==> config.mk <==
export PLATFORM = sky130hd
export DESIGN_NAME = bus_glue
export DESIGN_NICKNAME = d
export VERILOG_FILES = /design/src/rtl/bus_glue_pkg.sv /design/src/rtl/bus_glue_decode.sv /design/src/rtl/bus_glue_led.sv /design/src/rtl/bus_glue_rdpath.sv /design/src/rtl/bus_glue.sv
export SDC_FILE = /design/constraint.sdc
export NUM_CORES = 1
export LEC_CHECK = 0
export BUFFER_PORTS_ARGS = -buffer_cell sky130_fd_sc_hd__buf_4
export CORE_MARGIN = 4
export CORE_UTILIZATION = 29
export CTS_CLUSTER_SIZE = 14
export DETAILED_ROUTE_END_ITERATION = 16
export PLACE_DENSITY_LB_ADDON = 0.05
export SKIP_LAST_GASP = 1
export SLEW_MARGIN = 25
export SYNTH_ARGS = -nofsm -noshare
export SYNTH_HDL_FRONTEND = slang
export SYNTH_HIERARCHICAL = 1
export SYNTH_SLANG_ARGS = --single-unit
==> constraint.sdc <==
create_clock -name clk -period 0.9 [get_ports clk]
set_input_delay 0.045 -clock clk [delete_from_list [all_inputs] [get_ports clk]]
set_output_delay 0.045 -clock clk [all_outputs]
set_load 0.02 [all_outputs]
==> src/rtl/bus_glue_pkg.sv <==
package bus_glue_pkg;

    // Decoded device region of the current bus cycle
    typedef enum logic [2:0] {
        RGN_NONE = 3'd0,
        RGN_RAM  = 3'd1,
        RGN_ROM  = 3'd2,
        RGN_UART = 3'd3,
        RGN_PIO  = 3'd4
    } region_e;

    // Number of upper address bits examined by the decoder
    localparam int DEC_BITS = 4;

endpackage

==> src/rtl/bus_glue_decode.sv <==
module bus_glue_decode
    import bus_glue_pkg::*;
#(
    parameter int ADDR_W = 16
) (
    input  logic [ADDR_W-1:0] addr_i,
    input  logic              op_req_i,
    output region_e           region_o
);

    localparam int HI_LSB = ADDR_W - DEC_BITS;

    logic [DEC_BITS-1:0] hi;

    always_comb begin
        hi       = addr_i[ADDR_W-1:HI_LSB];
        region_o = RGN_NONE;
        if (op_req_i) begin
            casez (hi)
                4'b00??: region_o = RGN_RAM;
                4'b010?: region_o = RGN_ROM;
                4'b0110: region_o = RGN_UART;
                4'b0111: region_o = RGN_PIO;
                default: region_o = RGN_NONE;
            endcase
        end
    end

endmodule

==> src/rtl/bus_glue_led.sv <==
module bus_glue_led #(
    parameter int DATA_W = 8
) (
    input  logic              clk,
    input  logic              rst_n,
    input  logic              wr_stb_i,
    input  logic [DATA_W-1:0] wr_data_i,
    output logic [DATA_W-1:0] led_o
);

    typedef struct packed {
        logic [DATA_W-1:0] led;
    } led_state_t;

    led_state_t state_d, state_q;

    always_comb begin
        state_d = state_q;
        if (wr_stb_i) begin
            state_d.led = wr_data_i;
        end
    end

    always_ff @(posedge clk or negedge rst_n) begin
        if (!rst_n) begin
            state_q <= '0;
        end else begin
            state_q <= state_d;
        end
    end

    assign led_o = state_q.led;

    AST_LED_LOAD: assert property (@(posedge clk) disable iff (!rst_n)
        wr_stb_i |=> led_o == $past(wr_data_i));

    AST_LED_HOLD: assert property (@(posedge clk) disable iff (!rst_n)
        !wr_stb_i |=> $stable(led_o));

endmodule

==> src/rtl/bus_glue_rdpath.sv <==
module bus_glue_rdpath #(
    parameter int DATA_W = 8
) (
    input  logic              rd_stb_i,
    input  logic [DATA_W-1:0] sw_i,
    output logic [DATA_W-1:0] rd_data_o,
    output logic              rd_oe_o
);

    always_comb begin
        rd_oe_o   = rd_stb_i;
        rd_data_o = rd_stb_i ? sw_i : '0;
    end

endmodule

==> src/rtl/bus_glue.sv <==
module bus_glue
    import bus_glue_pkg::*;
#(
    parameter int ADDR_W  = 16,
    parameter int DATA_W  = 8,
    parameter int RAM_AW  = 14,
    parameter int ROM_AW  = 10,
    parameter int UART_AW = 3
) (
    input  logic               clk,
    input  logic               rst_n,
    input  logic [ADDR_W-1:0]  addr,
    input  logic               op_req,
    input  logic               rd_nwr,
    input  logic [DATA_W-1:0]  wr_data,
    input  logic [DATA_W-1:0]  sw,
    output logic               ram_sel_n,
    output logic               rom_sel_n,
    output logic               uart_sel_n,
    output logic [RAM_AW-1:0]  ram_addr,
    output logic [ROM_AW-1:0]  rom_addr,
    output logic [UART_AW-1:0] uart_addr,
    output logic [DATA_W-1:0]  led,
    output logic [DATA_W-1:0]  rd_data,
    output logic               rd_oe
);

    region_e region;
    logic    pio_wr_stb;
    logic    pio_rd_stb;

    bus_glue_decode #(.ADDR_W(ADDR_W)) i_decode (
        .addr_i   (addr),
        .op_req_i (op_req),
        .region_o (region)
    );

    always_comb begin
        ram_sel_n  = (region != RGN_RAM);
        rom_sel_n  = (region != RGN_ROM);
        uart_sel_n = (region != RGN_UART);
        pio_wr_stb = (region == RGN_PIO) && !rd_nwr;
        pio_rd_stb = (region == RGN_PIO) &&  rd_nwr;
        ram_addr   = addr[RAM_AW-1:0];
        rom_addr   = addr[ROM_AW-1:0];
        uart_addr  = addr[UART_AW-1:0];
    end

    bus_glue_led #(.DATA_W(DATA_W)) i_led (
        .clk       (clk),
        .rst_n     (rst_n),
        .wr_stb_i  (pio_wr_stb),
        .wr_data_i (wr_data),
        .led_o     (led)
    );

    bus_glue_rdpath #(.DATA_W(DATA_W)) i_rdpath (
        .rd_stb_i  (pio_rd_stb),
        .sw_i      (sw),
        .rd_data_o (rd_data),
        .rd_oe_o   (rd_oe)
    );

    AST_ONE_SELECT: assert property (@(posedge clk) disable iff (!rst_n)
        $countones({~ram_sel_n, ~rom_sel_n, ~uart_sel_n, rd_oe}) <= 1);

    AST_IDLE_QUIET: assert property (@(posedge clk) disable iff (!rst_n)
        !op_req |-> (ram_sel_n && rom_sel_n && uart_sel_n && !rd_oe));

    AST_RAM_WINDOW: assert property (@(posedge clk) disable iff (!rst_n)
        !ram_sel_n |-> (addr[ADDR_W-1 -: 2] == 2'b00));

    AST_RD_DIR: assert property (@(posedge clk) disable iff (!rst_n)
        rd_oe |-> (rd_nwr && rd_data == sw));

    AST_HIGH_EMPTY: assert property (@(posedge clk) disable iff (!rst_n)
        addr[ADDR_W-1] |-> (ram_sel_n && rom_sel_n && uart_sel_n && !rd_oe));

endmodule

==> results.toml <==
[clock_tree]
numCtsBuffers = 3
cts_sinks = 8
cts_root_buffer = "clkbuf_4"
clk_pin_slew_ps = 50
cts_buffer_depth = 2
cts_tree = "done"
cts-htree-levels = 1
worstSkewPairLatency_ps = 250

[synth]
ys.flop_type = "dfrtp_1"
yosysTopAreaCellShare_pct = 30.9
synth_cell_type_count = 14
ys.warnings.count = 6
synth-edff-count = 0
syn_area_um2 = 679
synth.cells.most_frequent = "28 x buf_4, 8 x and2_1, 8 x dfrtp_1, 8 x mux2_4"
synth_area_leaders = "buf_4 31%, dfrtp_1 29%, mux2_4 18%, and2_1 7.4%, or3b_1 2.6%"
syn_inst = 65
yosysSeqAreaShare_pct = 29.5
syn_area_per_cell_um2 = 10.5
synth_fp_nets = 101
yosysTopAreaCell = "buf_4"
yosysMostFrequentCell = "buf_4"
synth.ff_latch_count = 8
synth-async-reset-ratio_pct = 100

[run_status]
status = "finished with violations"
violations = "negative setup slack"

[pwr]
cellPowerDensity_nw_per_um2 = 1160
p_leak_nw = 0.528
ir_worst_vdd_v = 0.000596

[sta]
slew_headroom_pct = 87.8
hold_viol = 0
fin_skew_ps = 0
maxSlewViolCount = 0
fin_crit_ps = 1190
fin_ws_ps = -286
finalSetupViolCount = 20
hold_slack_ps = 17.5
period_share_pct = 132
rsz0062_at_grt = "yes"
worst_pin_slew_ps = 182
fmax_ghz = 0.844

[routing]
wirelength_mm = 1.55
ant_nets = 0
wl_per_cell_um = 12.7
dr.pass1.iters = 2
drc_errors = 0
via_per_inst = 4.30
num_vias = 524
drt_iter0_drc = 3

[critical_path]
cp-startpoint = "addr[15]"
crit_required_ps = 850
cp.arrival_ps = 1140
start_kind = "input port"
crit_type = "input port to output port"
end_kind = "output port"
r2r_start = "i_led/led_o[7]$_DFFE_PN0P_"
cp_max_fo = 5

[min_path]
hold_path_class = "input port to flip-flop"
min_from = "wr_data[6]"

[floorplan]
dieArea_um2 = 3180
die_h_um = 56.4
row_count = 17
die_width_um = 56.4
ios = 83
start_util_pct = 30.7
core-area_um2 = 2210

[global_route]
grt_max_degree = 9
grt_overflow = 0
antenna_found_initial = 0
grt_pass1_wl_mm = 2.44
grt_pass1_vias = 567
grt_usage_pct = 9.79

[placed_design]
pre_cts_slack_ps = -448
detailed_place_hpwl_mm = 1.15
globalplace.congestion = 0.670
port_buffers = 45

[cells_and_area]
final_nets = 132
register_area_um2 = 200
area_delta_synth_final_pct = 54.5
largest_reg_flops = 8
diodes = 0
drive_gt1_share_pct = 85.1
multi_input_area_um2 = 317
fillers = 219

[flow_run]
drv_cap = 0
-- layout make-up --
| cell class | instances | share of cell area, % |
|---|---|---|
| timing repair buffer | 54 | 45.3 |
| multi-input combinational | 29 | 30.2 |
| sequential | 8 | 19.1 |
| tap | 28 | 3.34 |
| clock buffer | 3 | 2.15 |
-- power breakdown --
part	leakage, nW	internal, mW	switching [mW]
Sequential	0.104	0.427	0.0373
Clock	0.0138	0.152	0.119
Combinational	0.410	0.286	0.192
Total	0.528	0.865	0.349
-- timing repair --
item                                    CTS  global route
endpoints found under the setup margin   20            20
resized for setup                        27             3
cloned                                    1             0
hold buffers                              1             0
endpoints found under the hold margin     8             0
pin swaps                                 5             2
buffers inserted                          2             1
-- cell usage in the layout (no fill, tap or decap), drive strengths merged --
master       synthesis  layout
a21oi                2       2
and2                 8       8
and4bb               1       2
buf                 29      53
clkbuf               0       3
dfrtp                8       8
dlygate4sd3          0       1
mux2                 8       8
nand2                1       1
nand2b               2       2
nand3b               2       2
nor2                 1       1
nor4b                1       1
or3b                 2       2
-- through the flow --
stage	total power [mW]	cells	utilization (%)	area (um2)	setup TNS, ps
2_1_floorplan	0.849	65	-	688	-3270
3_3_place_gp	0.916	114	39.6	877	-7400
3_5_place_dp	0.916	114	39.6	877	-7900
4_1_cts	1.24	121	46.7	1030	-4530
5_1_grt	1.29	122	47.5	1050	-5990
6_report	1.21	122	47.5	1050	-4810
-- cells by family (layout without fill, tap and decap cells) --
family,count (synthesis),count (layout),synth area share (%)
buf+inv,29,57,32.6
compound gates,2,2,2.03
flops,8,8,29.5
mux,8,8,17.7
simple gates,18,19,18.2
-- layer usage --
layer | vias up | GRT usage [%] | part of all wire (%)
met5 | - | 0 | 0
met4 | 0 | 7.12 | 2.6
met3 | 5 | 4.83 | 15
met2 | 41 | 15.2 | 47
met1 | 229 | 10.2 | 36
li1 | 249 | - | -
-- path summary, 6_finish.rpt --
kind	slack [ps]	cells past startpoint	endpoint
setup / recovery	-290	7	rd_data[1]
hold / removal	20	2	i_led/led_o[6]$_DFFE_PN0P_
setup reg to reg	140	1	i_led/led_o[7]$_DFFE_PN0P_
hold reg to reg	510	1	i_led/led_o[1]$_DFFE_PN0P_
max in group asynchronous	630	2	i_led/led_o[4]$_DFFE_PN0P_
min in group asynchronous	140	2	i_led/led_o[2]$_DFFE_PN0P_
-- critical path, cell delays in order --
cell and delay, ps:
buf_6 90, nand3b_1 200, nor2_2 140, buf_6 120, and4bb_2 280, and2_4 160, buf_6 100
Note: power is estimated with default switching activity, not from simulation.
